[src/rtl/adc_seq_pkg.sv]
package adc_seq_pkg;

    typedef enum logic [1:0] {
        ST_IDLE,
        ST_PACE,
        ST_ISSUE,
        ST_BUSY
    } seq_state_t;

    localparam logic [3:0] A_ENABLE = 4'h0;
    localparam logic [3:0] A_TRIG   = 4'h1;
    localparam logic [3:0] A_CHAN   = 4'h2;
    localparam logic [3:0] A_SCTL   = 4'h3;
    localparam logic [3:0] A_RATE   = 4'h4;
    localparam logic [3:0] A_GO     = 4'h5;
    localparam logic [3:0] A_RAW    = 4'h6;
    localparam logic [3:0] A_MASK   = 4'h7;
    localparam logic [3:0] A_MSTAT  = 4'h8;
    localparam logic [3:0] A_CLR    = 4'h9;
    localparam logic [3:0] A_RESULT = 4'hA;

    function automatic int unsigned gap_cycles(input logic [3:0] code, input int unsigned clk_hz);
        int unsigned sps;
        int unsigned g;
        case (code)
            4'h7:    sps = 1000000;
            4'h5:    sps = 500000;
            4'h3:    sps = 250000;
            default: sps = 125000;
        endcase
        g = clk_hz / sps;
        if (g < 1) g = 1;
        return g;
    endfunction

endpackage

[src/rtl/adc_seq_pacer.sv]
module adc_seq_pacer
    import adc_seq_pkg::*;
#(
    parameter int unsigned CLK_HZ = 8_000_000
) (
    input  logic       clk,
    input  logic       rst_n,
    input  logic [3:0] rate_code,
    input  logic       issue,
    output logic       ready
);
    localparam int unsigned GAP_MAX = (CLK_HZ / 125000 < 1) ? 1 : CLK_HZ / 125000;
    localparam int unsigned CW      = $clog2(GAP_MAX + 1) + 1;

    logic [CW-1:0] gap;
    logic [CW-1:0] rem_q;

    assign gap   = CW'(gap_cycles(rate_code, CLK_HZ));
    assign ready = (rem_q <= CW'(1));

    always_ff @(posedge clk) begin
        if (!rst_n)             rem_q <= '0;
        else if (issue)         rem_q <= gap - CW'(1);
        else if (rem_q != '0)   rem_q <= rem_q - CW'(1);
    end

    // checker: cycles since the previous start versus the spacing in force then
    logic [CW:0]   since_q;
    logic [CW-1:0] held_q;
    always_ff @(posedge clk) begin
        if (!rst_n) begin
            since_q <= '1;
            held_q  <= '0;
        end else if (issue) begin
            since_q <= (CW+1)'(1);
            held_q  <= gap;
        end else if (since_q != '1) begin
            since_q <= since_q + (CW+1)'(1);
        end
    end

    AST_GAP_KEPT: assert property (@(posedge clk) disable iff (!rst_n)
        issue |-> (since_q >= {1'b0, held_q}));

endmodule

[src/rtl/adc_seq_fsm.sv]
module adc_seq_fsm
    import adc_seq_pkg::*;
(
    input  logic       clk,
    input  logic       rst_n,
    input  logic       en,
    input  logic       pend,
    input  logic       ready,
    input  logic       conv_done,
    output logic       issue,
    output logic       busy
);
    seq_state_t state_q, state_d;

    always_ff @(posedge clk) begin
        if (!rst_n) state_q <= ST_IDLE;
        else        state_q <= state_d;
    end

    always_comb begin
        state_d = state_q;
        unique case (state_q)
            ST_IDLE:  if (en && pend) state_d = ready ? ST_ISSUE : ST_PACE;
            ST_PACE:  if (!en) state_d = ST_IDLE;
                      else if (ready) state_d = ST_ISSUE;
            ST_ISSUE: state_d = ST_BUSY;
            ST_BUSY:  if (conv_done) state_d = ST_IDLE;
        endcase
    end

    always_comb begin
        issue = (state_q == ST_ISSUE);
        busy  = (state_q == ST_BUSY);
    end

    AST_START_PULSE: assert property (@(posedge clk) disable iff (!rst_n)
        issue |=> !issue);

endmodule

[src/rtl/adc_seq_ctrl.sv]
module adc_seq_ctrl
    import adc_seq_pkg::*;
#(
    parameter int unsigned CLK_HZ   = 8_000_000,
    parameter int unsigned DW       = 32,
    parameter int unsigned RW       = 12,
    parameter int unsigned CHW      = 4,
    parameter int unsigned CHAN_MAX = 11
) (
    input  logic          clk,
    input  logic          rst_n,
    input  logic          bus_wr,
    input  logic [3:0]    bus_addr,
    input  logic [DW-1:0] bus_wdata,
    output logic [DW-1:0] bus_rdata,
    output logic          irq,
    output logic          conv_start,
    output logic [CHW-1:0] conv_chan,
    input  logic          conv_done,
    input  logic [RW-1:0] conv_data
);
    localparam int unsigned SEQ_BIT = 3;

    logic           en_q, mask_q, raw_q, bad_q, pend_q, done_q;
    logic [3:0]     trig_q, sctl_q, rate_q;
    logic [CHW-1:0] chan_q, chan_hold_q;
    logic [RW-1:0]  result_q;
    logic           issue, busy, ready, req, done_ok, clr;

    assign req     = bus_wr && (bus_addr == A_GO) && bus_wdata[SEQ_BIT]
                     && en_q && (trig_q == 4'h0);
    assign clr     = bus_wr && (bus_addr == A_CLR) && bus_wdata[SEQ_BIT];
    assign done_ok = conv_done && busy;

    adc_seq_pacer #(.CLK_HZ(CLK_HZ)) u_pacer (
        .clk(clk), .rst_n(rst_n), .rate_code(rate_q), .issue(issue), .ready(ready)
    );

    adc_seq_fsm u_fsm (
        .clk(clk), .rst_n(rst_n), .en(en_q), .pend(pend_q), .ready(ready),
        .conv_done(conv_done), .issue(issue), .busy(busy)
    );

    always_ff @(posedge clk) begin
        if (!rst_n) begin
            en_q   <= 1'b0;
            trig_q <= '0;
            chan_q <= '0;
            sctl_q <= '0;
            rate_q <= '0;
            mask_q <= 1'b0;
        end else if (bus_wr) begin
            case (bus_addr)
                A_ENABLE: en_q   <= bus_wdata[SEQ_BIT];
                A_TRIG:   trig_q <= bus_wdata[15:12];
                A_CHAN:   chan_q <= bus_wdata[CHW-1:0];
                A_SCTL:   sctl_q <= bus_wdata[3:0];
                A_RATE:   rate_q <= bus_wdata[3:0];
                A_MASK:   mask_q <= bus_wdata[SEQ_BIT];
                default: ;
            endcase
        end
    end

    always_ff @(posedge clk) begin
        if (!rst_n) begin
            pend_q      <= 1'b0;
            done_q      <= 1'b0;
            raw_q       <= 1'b0;
            bad_q       <= 1'b0;
            result_q    <= '0;
            chan_hold_q <= '0;
        end else begin
            if (!en_q)      pend_q <= 1'b0;
            else if (req)   pend_q <= 1'b1;
            else if (issue) pend_q <= 1'b0;
            if (issue) begin
                chan_hold_q <= chan_q;
                bad_q       <= (chan_q > CHW'(CHAN_MAX));
            end
            done_q <= done_ok;
            if (done_ok) result_q <= conv_data;
            if (done_q && sctl_q[1]) raw_q <= 1'b1;
            else if (clr)            raw_q <= 1'b0;
        end
    end

    assign conv_start = issue;
    assign conv_chan  = issue ? chan_q : chan_hold_q;
    assign irq        = raw_q & mask_q;

    always_comb begin
        bus_rdata = '0;
        case (bus_addr)
            A_ENABLE: bus_rdata[SEQ_BIT]   = en_q;
            A_TRIG:   bus_rdata[15:12]     = trig_q;
            A_CHAN:   bus_rdata[CHW-1:0]   = chan_q;
            A_SCTL:   bus_rdata[3:0]       = sctl_q;
            A_RATE:   bus_rdata[3:0]       = rate_q;
            A_RAW: begin
                bus_rdata[SEQ_BIT] = raw_q;
                bus_rdata[8]       = bad_q;
            end
            A_MASK:   bus_rdata[SEQ_BIT]   = mask_q;
            A_MSTAT:  bus_rdata[SEQ_BIT]   = raw_q & mask_q;
            A_RESULT: bus_rdata[RW-1:0]    = result_q;
            default: ;
        endcase
    end

    AST_OFF_NO_START: assert property (@(posedge clk) disable iff (!rst_n)
        $past(!en_q) |-> !conv_start);
    AST_RESULT_LOAD: assert property (@(posedge clk) disable iff (!rst_n)
        done_ok |=> (result_q == $past(conv_data)));
    AST_RESULT_FIRST: assert property (@(posedge clk) disable iff (!rst_n)
        $rose(raw_q) |-> $past(done_ok, 2));
    AST_CHAN_STEADY: assert property (@(posedge clk) disable iff (!rst_n)
        busy |-> $stable(conv_chan));

endmodule

[config.mk]
export PLATFORM = sky130hd
export DESIGN_NAME = adc_seq_ctrl
export DESIGN_NICKNAME = d
export VERILOG_FILES = /design/src/rtl/adc_seq_pkg.sv /design/src/rtl/adc_seq_pacer.sv /design/src/rtl/adc_seq_fsm.sv /design/src/rtl/adc_seq_ctrl.sv
export SDC_FILE = /design/constraint.sdc
export NUM_CORES = 1
export LEC_CHECK = 0
export BUFFER_PORTS_ARGS = -buffer_cell sky130_fd_sc_hd__buf_2
export CORE_MARGIN = 2
export CORE_UTILIZATION = 45
export CTS_BUF_LIST = sky130_fd_sc_hd__clkbuf_4
export DETAILED_ROUTE_END_ITERATION = 8
export PLACE_DENSITY_LB_ADDON = 0.25
export SLEW_MARGIN = 20
export SYNTH_ARGS = -nofsm -noshare
export SYNTH_HDL_FRONTEND = slang
export SYNTH_SLANG_ARGS = --single-unit
export TNS_END_PERCENT = 10
[constraint.sdc]
create_clock -name clk -period 15.65 [get_ports clk]
set_clock_uncertainty 0.15 [all_clocks]
set_input_delay 0.7825 -clock clk [delete_from_list [all_inputs] [get_ports clk]]
set_output_delay 0.7825 -clock clk [all_outputs]
set_load 0.03 [all_outputs]
## Word-level counts from Yosys, hierarchy flattened

Cells that the tools add are included.

- Register bits: 48
- Latch bits: 0
- RAM bits: 0
- Memory bits (read-only): 0
- Output and inout port bits: 38
- Logic and storage cells: 85
- Memories kept: 0

- Add/sub/neg operators: 2
- Multiply operators: 0
- Divide/modulo/power cells: 1
- Magnitude comparators: 3
- Equality and inequality tests: 19
- Shift operators: 0
- Multiplexer cells: 21
- Bitwise gates (word level): 1
- Reductions and logical operators: 24

Operator list:

| kind | count |
|---|---|
| 20-bit case mux with 3 select lines | 1 |
| 23-bit by 32-bit divider with 32-bit output, first input constant | 1 |
| 32-bit by 1-bit < comparator with 1-bit output, second input constant | 1 |
| 4-bit by 3-bit == test with 1-bit output, second input constant | 6 |
| 8-bit two-way mux | 3 |
| 8-bit by 1-bit subtractor with 8-bit output, second input constant | 2 |
| 2-bit AND reduction | 7 |
| 4-bit by 2-bit == test with 1-bit output, second input constant | 3 |
| 4-bit == test, second input constant | 3 |
| 4-bit two-way mux | 3 |
| 3-bit case mux with 4 select lines | 1 |
| 2-bit two-way mux | 5 |
| 1-bit logical AND | 9 |
| 8-bit by 1-bit <= comparator with 1-bit output, second input constant | 1 |
| 4-bit logical NOT | 2 |
| 1-bit case mux with 8 select lines | 1 |
| 2-bit case mux with 4 select lines | 1 |
| 8-bit nonzero test | 1 |
| 2-bit nonzero test | 3 |
| 2-bit == test, second input constant | 2 |
| 4-bit by 1-bit == test with 1-bit output, second input constant | 1 |
| 4-bit greater-than comparator, second input constant | 1 |
| 1-bit two-way mux | 4 |
| 3-bit two-way mux | 1 |
| 8 further kinds | 8 |

## Longest topological paths before layout

Gate-level depths: netlist of run 1.

- Word-level depth: 7
- Mapped depth: 81

## Modules after synthesis

Synthesis of run 1 repeated with hierarchy kept, for this count alone.

- Cell total of the unflattened synthesis: 1078
- Area, all modules: 7787.5 µm²

Modules (own cells, without submodules):

| module | times used | cells each | area each (µm²) | sequential area each (µm²) |
|---|---|---|---|---|
| adc_seq_pacer | 1 | 823 | 5676.7 | 160.2 |
| adc_seq_ctrl | 1 | 241 | 1995.7 | 760.7 |
| adc_seq_fsm | 1 | 14 | 115.1 | 40.0 |

## Least setup slack after synthesis of run 1

No wires, ideal clock.

- Path kind: reg-to-reg
- Start: register rate_q[1]
- End: register u_pacer.rem_q[6]
- Setup time: 0.148 ns
- Arrival: 14.133 ns
- Data required time: 15.352 ns
- Path slack: 1.219 ns
- Stages on the path, launching flop included: 72
- Buffers on the path: 10
- Period minus slack after synthesis: 14.431 ns
- Cells stage by stage: dfxtp_1 > buf_2 > nand4b_2 > inv_2 > buf_2 > buf_1 > ha_1 > and4b_1 > a221o_1 > o21ai_1 > o21ba_2 > nor2_1 > clkbuf_1 > o21ai_0 > ha_1 > or4_1 > a21oi_2 > o221ai_2 > [... 36 more ...] > nor2_1 > a21oi_1 > o21ai_0 > ha_1 > a21o_1 > a21o_1 > a21oi_1 > a21oi_1 > o31a_1 > mux2i_1 > a21o_1 > o21ai_0 > nor2_1 > ha_1 > nand2_1 > nor3_1 > xnor2_1 > a21oi_1

- Cells in the longest elaborated chain, start to end: 7
- Elaborated cells on any way between the ends: 9
- Those cells by class: add/sub (1); div (1); order compare (1); eq/ne (3); mux (3)

RTL lines:

| what | line | source |
|---|---|---|
| from (decl) | adc_seq_ctrl.sv:25 | `logic [3:0] trig_q, sctl_q, rate_q;` |
| from (signal assigned) | adc_seq_ctrl.sv:58 | `A_RATE: rate_q <= bus_wdata[3:0];` |
| 4-bit by 2-bit == test with 1-bit output / 4-bit by 3-bit == test with 1-bit output (equally long branches) | adc_seq_pkg.sv:25 | `case (code)` |
| 20-bit case mux with 3 select lines (*) | adc_seq_pkg.sv:25 |  |
| 23-bit by 32-bit divider with 32-bit output (*) | adc_seq_pkg.sv:31 | `g = clk_hz / sps;` |
| 32-bit by 1-bit < comparator with 1-bit output | adc_seq_pkg.sv:32 | `if (g < 1) g = 1;` |
| 8-bit two-way mux (*) | adc_seq_pkg.sv:32 |  |
| 8-bit by 1-bit subtractor with 8-bit output (*) | adc_seq_pacer.sv:23 | `else if (issue) rem_q <= gap - CW'(1);` |
| 8-bit two-way mux (*) | adc_seq_pacer.sv:23 |  |
| to (signal assigned) | adc_seq_pacer.sv:23 |  |
| to (signal assigned) | adc_seq_pacer.sv:24 | `else if (rem_q != '0) rem_q <= rem_q - CW'(1);` |
| to (decl) | adc_seq_pacer.sv:16 | `logic [CW-1:0] rem_q;` |

Mark *: on every way between the ends. The rest lies on a longest branch, timed or not.
A chain may end at the register's enable or synchronous reset.

## Worst setup path after layout of run 1

- Start: register rate_q[2]
- End: register u_pacer.rem_q[6]

Same word-level chain as after synthesis.

==> metrics.csv, run 1 <==
metric,value,unit
first-pass GRT wire length,35.5,mm
final core occ,49.4,%
Post-Synth Simple-Gate Area,28.4,%
xor-xnor portion of the synthesized cell area,6.04,%
most frequent cells in the layout,"nand2_1 (117), nor2_1 (90), a21oi_1 (77)",
final setup fails,0,
FP Rows,47,
clock root cell,clkbuf_4,
number of global-route vias before repair,6865,
core area,16500,µm²
outcome,finished clean,
Critical Setup Path Class,flop to flop,
fin nets,1210,
ys async rst share,0,%
highest net fanout along the worst path,18,
Ys Warns,0,
# diodes,0,
Tightest Pin Transition,0.842,ns
critical path arrival,14.73,ns
Worst-Skew Late Latency,0.37,ns
"CTS clk-pin slew, worst paths",0.14,ns
DP HPWL,16.8,mm
Unique masters post-synth,97,
Setup WS pre-CTS,0.276,ns
total design power,0.000504,W
final setup margin,1.01,ns
GRT Overall Usage,24.1,%
Compound-Gate Fraction of Synth Area,29.5,%
routed len/inst,16.8,µm
pwr dens,61.9,nW/µm²
Die ar.,17800,µm²
post-synthesis sequential area ratio,12.7,%
CTS H-tree depth,2,
Vias/cell,5.93,
CP endpoint kind,flop,
"commonest non-fill, non-tap cell in the layout",nand2_1,
cts bufs inserted,5,
period utilization,93.5,%
share of cells above drive strength 1,12.4,%
port bufs,49,
"Hold Vio Cnt, Final",0,
TritonRoute pass-1 iters,5,
global route total overflow,0,
CTS tree,yes,
die height,133,µm
Peak supply drop,0.0000450,V
CTS Sinks,48,
worst hold path type,flop to flop,
"Top FF cell, synth",dfxtp_1,
max-slew violations,0,
fin crit period,14.64,ns
post-synthesis register bit count,48,
cells after synthesis,1040,
routability cong.,0.952,
Routed Antenna Nets,0,
antenna violations before repair,0,
DRT iter0 DRCs,602,
Mapped Area,7540,µm²
final hold slack,0.321,ns
synth-to-layout area growth,7.81,%
final WL,21.9,mm
maxcap violations,0,
Post-Synth Adder-Cell Area,12.4,%
fmax,68.3,MHz
data required time of the worst path,15.74,ns
Slew HR,43.6,%
multiplexer share of the synthesized area,5.46,%
Post-synth EDFFs,0,
vias post-DR,7728,
crit-path max cell delay,0.53,ns
largest net degree at the start of global routing,49,
Leak,3.62,nW
combinational family with the most area after synthesis,compound AO/OA/AOI/OAI gates,
"slowest stage cell, crit path",or4_1,
Mean Syn Cell Area,7.25,µm²
CP startpoint kind,flop,
Residual DRC,0,
Die Span X,133,µm
clk buf depth,2,
Initial Util,45.8,%
I/O pin cnt,90,
## flip-flops by register name (all words and copies together) (netlist names)
| register | count |
|---|---|
| sctl_q | 4 |
| mask_q | 1 |
| en_q | 1 |
| trig_q | 4 |
| result_q | 12 |
| raw_q | 1 |
| u_fsm.state_q | 2 |
| rate_q | 4 |
| bad_q | 1 |
| u_pacer.rem_q | 8 |
| done_q | 1 |
| pend_q | 1 |
| chan_hold_q | 4 |
| chan_q | 4 |
## synthesized netlist by cell type, types with 4 or more instances
cell type  instances  area (µm²)
nand2_1          119         447
nor2_1            90         338
a21oi_1           79         395
ha_1              75         938
o21ai_0           57         285
dfxtp_1           48         961
a21o_1            39         293
nor2b_1           39         244
xnor2_1           32         280
clkbuf_1          29         109
nand3_1           28         140
and2_1            24         150
inv_1             24        90.1
mux2i_1           24         240
a21boi_0          21         158
nor3_1            21         105
and3_1            20         125
xor2_1            20         175
buf_4             16         120
a31oi_1           14        87.6
nand2b_1          14        87.6
nand4_1           14        87.6
o21a_1            14         105
mux2_2            12         135
a211oi_1          11        82.6
o211ai_1          10        75.1
o311a_1            7        70.1
o22ai_1            6        37.5
nor4_1             5        31.3
o31ai_1            5        37.5
or3_1              5        31.3
a221oi_1           4        35.0
a311oi_1           4        35.0
buf_6              4        45.0
nand4b_1           4        35.0
nor3b_1            4        30.0
o21ai_1            4        20.0
or2_2              4        25.0
## cells by family (layout without fill, tap and decap cells)
family,after synthesis,in the layout
AOI/OAI and AO/OA,324,324
xor gates and xnor gates,52,52
adders and majority gates,75,75
buffers and inverters,83,104
DFF,48,48
muxes,38,38
other,1,24
and+or+nand+nor,419,419
## path summary, 6_finish.rpt
check,slack [ns],to,from,depth (start not counted)
setup / recovery,1.01,u_pacer.rem_q[6],rate_q[2],66
hold / removal,0.32,raw_q,done_q,2
setup reg to reg,1.01,u_pacer.rem_q[6],rate_q[2],66
hold reg to reg,0.32,raw_q,done_q,2
## report_power, final
part / leakage (nW) / total, W / switching, W / internal [W]
clock network: 0.0454 / 0.0000756 / 0.0000414 / 0.0000342
registers: 0.389 / 0.000141 / 0.00000938 / 0.000131
logic: 3.18 / 0.000287 / 0.000166 / 0.000121
## metrics by stage
stage	TNS (ns)	std cells	area, µm²
6_report	0	1304	8130
5_1_grt	-0.0115	1304	8130
4_1_cts	0	1301	8050
3_5_place_dp	0	1293	7970
3_3_place_gp	0	1293	7970
2_1_floorplan	0	1063	7630
## routing by layer
| layer | share of wire (%) | routed length [µm] | vias up | track usage (%) |
|---|---|---|---|---|
| li1 | - | - | 3885 | - |
| met1 | 48 | 10500 | 3597 | 34.8 |
| met2 | 45 | 9920 | 219 | 38.2 |
| met3 | 5.0 | 1100 | 27 | 2.51 |
| met4 | 1.8 | 393 | 0 | 6.26 |
| met5 | 0 | 0 | - | 0 |
## critical path: cells and delay by family, from the launching register on
kind	cells	cell delay, ns
adders and majority gates	7	2.16
buffers and inverters	5	0.81
DFF	1	0.44
xor gates and xnor gates	1	0.14
and+or+nand+nor	23	4.80
muxes	2	0.61
AOI/OAI and AO/OA	28	5.41
## what timing repair did
action                     4_1_cts  5_1_grt
setup endpoints to repair        0        5
resized for setup                0       16
buffers inserted                 0        2
hold buffers                     0        0
## layout make-up
type                            instances  area (µm²)
Clock buffer                            5        37.5
Clock inverter                          3        47.5
Fill cell                            1712        8330
Inverter                               29         109
Multi-Input combinational cell        932        6320
Sequential cell                        48         963
Tap cell                              220         275
Timing Repair Buffer                   67         380
Note: power is estimated with default switching activity, not from simulation.
==> run 2, diff against run 1 <==
CORE_UTILIZATION = 55   (was 45)
==> run 2 against run 1 <==
Sequential share of layout area increased by 0.15 points; die area fell by 18%; largest cell class unchanged; power is 5.0% lower; combinational power about the same; flip-flop and latch count stayed put; first-iteration DRC count decreased by 8.5%; highest routed layer unchanged; worst setup slack got worse by 0.030 ns; core utilization rose by 11 points; via count up 2.0%; fmax is 0.20% lower.
==> metrics.csv, run 2 (synthesized netlist as in run 1, its figures left out) <==
metric,value,unit,change
most frequent CP cell,ha_1,,
largest net degree at the start of global routing,49,,unchanged
Pint,0.000268,W,-6.4%
CTS H-tree depth,2,,unchanged
port bufs,49,,unchanged
routed len/inst,16.9,µm,+0.72%
"slowest stage cell, crit path",or4_1,,
P_sw,0.000210,W,-3.2%
"CTS clk-pin slew, worst paths",0.14,ns,about the same
placed inst area,7920,µm²,-0.60%
dpl cells,1250,,-3.3%
Tightest Pin Transition,0.772,ns,-0.0701 ns
Largest register FFs,12,,unchanged
vias post-DR,7881,,+2.0%
fmax,68.2,MHz,-0.20%
Post-Layout Cell Count,1259,,-3.5%
number of global-route vias before repair,7239,,+5.4%
fin nets,1210,,unchanged
outcome,finished clean,,
Vias/cell,6.26,,+5.6%
clock power share,11.4,%,-3.6 points
Leak,3.60,nW,-0.35%
critical path arrival,14.74,ns,about the same
core area,13300,µm²,-19%
clock root cell,clkbuf_4,,
Switching Fraction,43.8,%,+0.81 points
most frequent cells in the layout,"nand2_1 (118), nor2_1 (90), a21oi_1 (78)",,
worst hold path type,flop to flop,,
I/O pin cnt,90,,unchanged
"Hold Vio Cnt, Final",0,,unchanged
highest net fanout along the worst path,19,,+1
die height,121,µm,-9.3%
DRT iter0 DRCs,551,,-8.5%
CTS tree,yes,,
post-route cell area,8040,µm²,-1.1%
final hold slack,0.318,ns,-0.00316 ns
TritonRoute pass-1 iters,6,,+1
Setup WS pre-CTS,0.555,ns,+0.279 ns
Residual DRC,0,,unchanged
pwr dens,59.5,nW/µm²,-4.0%
Peak supply drop,0.0000860,V,+91%
cts bufs inserted,5,,unchanged
routability cong.,0.936,,-1.7%
Worst-Skew Late Latency,0.36,ns,about the same
Comb pwr share,59.3,%,+2.3 points
final setup margin,0.982,ns,-0.0299 ns
maxcap violations,0,,unchanged
sequential power share,29.3,%,+1.3 points
Critical Setup Path Class,flop to flop,,
data required time of the worst path,15.73,ns,about the same
Die ar.,14700,µm²,-18%
share of cells above drive strength 1,12.0,%,-0.36 points
Slew HR,48.3,%,+4.7 points
GRT Overall Usage,28.8,%,+4.7 points
CP endpoint kind,flop,,
CTS Sinks,48,,unchanged
crit-path max cell delay,0.54,ns,about the same
final setup fails,0,,unchanged
final WL,21.3,mm,-2.8%
fin crit period,14.67,ns,+0.0299 ns
synth-to-layout area growth,6.60,%,
largest registers,"result_q x12, u_pacer.rem_q x8",,
DP HPWL,16.4,mm,-2.3%
antenna violations before repair,0,,unchanged
Routed Antenna Nets,0,,unchanged
clk buf depth,2,,unchanged
Initial Util,56.7,%,+11 points
family with the most delay on the worst path,simple AND/OR/NAND/NOR gates,,
CP startpoint kind,flop,,
Die Span X,121,µm,-9.3%
global route total overflow,0,,unchanged
max-slew violations,0,,unchanged
first-pass GRT wire length,34.9,mm,-1.8%
period utilization,93.7,%,+0.19 points
FP Rows,42,,-11%
Buffers & Inverters on Critical Path,9,,+4
"commonest non-fill, non-tap cell in the layout",nand2_1,,
largest register by flop count,result_q,,
# diodes,0,,unchanged
run 2: per-stage QoR:
| stage | setup TNS [ns] | util, % | power [W] |
|---|---|---|---|
| after floorplan | 0 | - | 0.000368 |
| after detailed placement | 0 | 59.6 | 0.000420 |
| after global placement | 0 | 59.6 | 0.000418 |
| after CTS | 0 | 59.9 | 0.000476 |
| final | 0 | 60.5 | 0.000478 |
| after global routing | -0.00496 | 60.5 | 0.000522 |
run 2: path summary, 6_finish.rpt:
| kind | start | endpoint | slack (ns) | depth (start not counted) |
|---|---|---|---|---|
| min | done_q | raw_q | 0.32 | 2 |
| max reg2reg | rate_q[1] | u_pacer.rem_q[6] | 0.98 | 66 |
| max | rate_q[1] | u_pacer.rem_q[6] | 0.98 | 66 |
| min reg2reg | done_q | raw_q | 0.32 | 2 |
run 2: worst min-delay path, delay by kind of cell (launching register included):
| kind | cells | cell delay (ns) |
|---|---|---|
| compound gates | 1 | 0.07 |
| simple gates | 1 | 0.05 |
| flops | 1 | 0.32 |
run 2: repair_timing:
item | in CTS | in global routing
hold buffers | 0 | 0
endpoints found under the hold margin | 0 | 0
gates resized for setup | 0 | 18
buffers inserted | 0 | 2
endpoints found under the setup margin | 0 | 5
run 2: layout make-up:
type / instances / area [µm²]
Timing Repair Buffer: 67 / 384
Tap cell: 176 / 220
Multi-Input combinational cell: 932 / 6310
Fill cell: 1311 / 5260
Clock inverter: 2 / 12.5
Sequential cell: 48 / 965
Inverter: 29 / 111
Clock buffer: 5 / 37.5
run 2: power groups by stage:
stage / Sequential [W] / Clock [W] / Combinational, W
finish: 0.000140 / 0.0000544 / 0.000284
global route: 0.000142 / 0.0000626 / 0.000317
CTS: 0.000140 / 0.0000566 / 0.000279
detailed placement: 0.000143 / 0 / 0.000277
global placement: 0.000143 / 0 / 0.000275
floorplan: 0.000140 / 0 / 0.000228
run 2: per-layer routing:
metal / wire length (µm) / GRT usage [%] / vias to the layer above
li1: - / - / 3879
met1: 9590 / 38.9 / 3653
met2: 9560 / 47.3 / 292
met3: 1420 / 3.48 / 57
met4: 757 / 9.88 / 0
met5: 0 / 0 / -
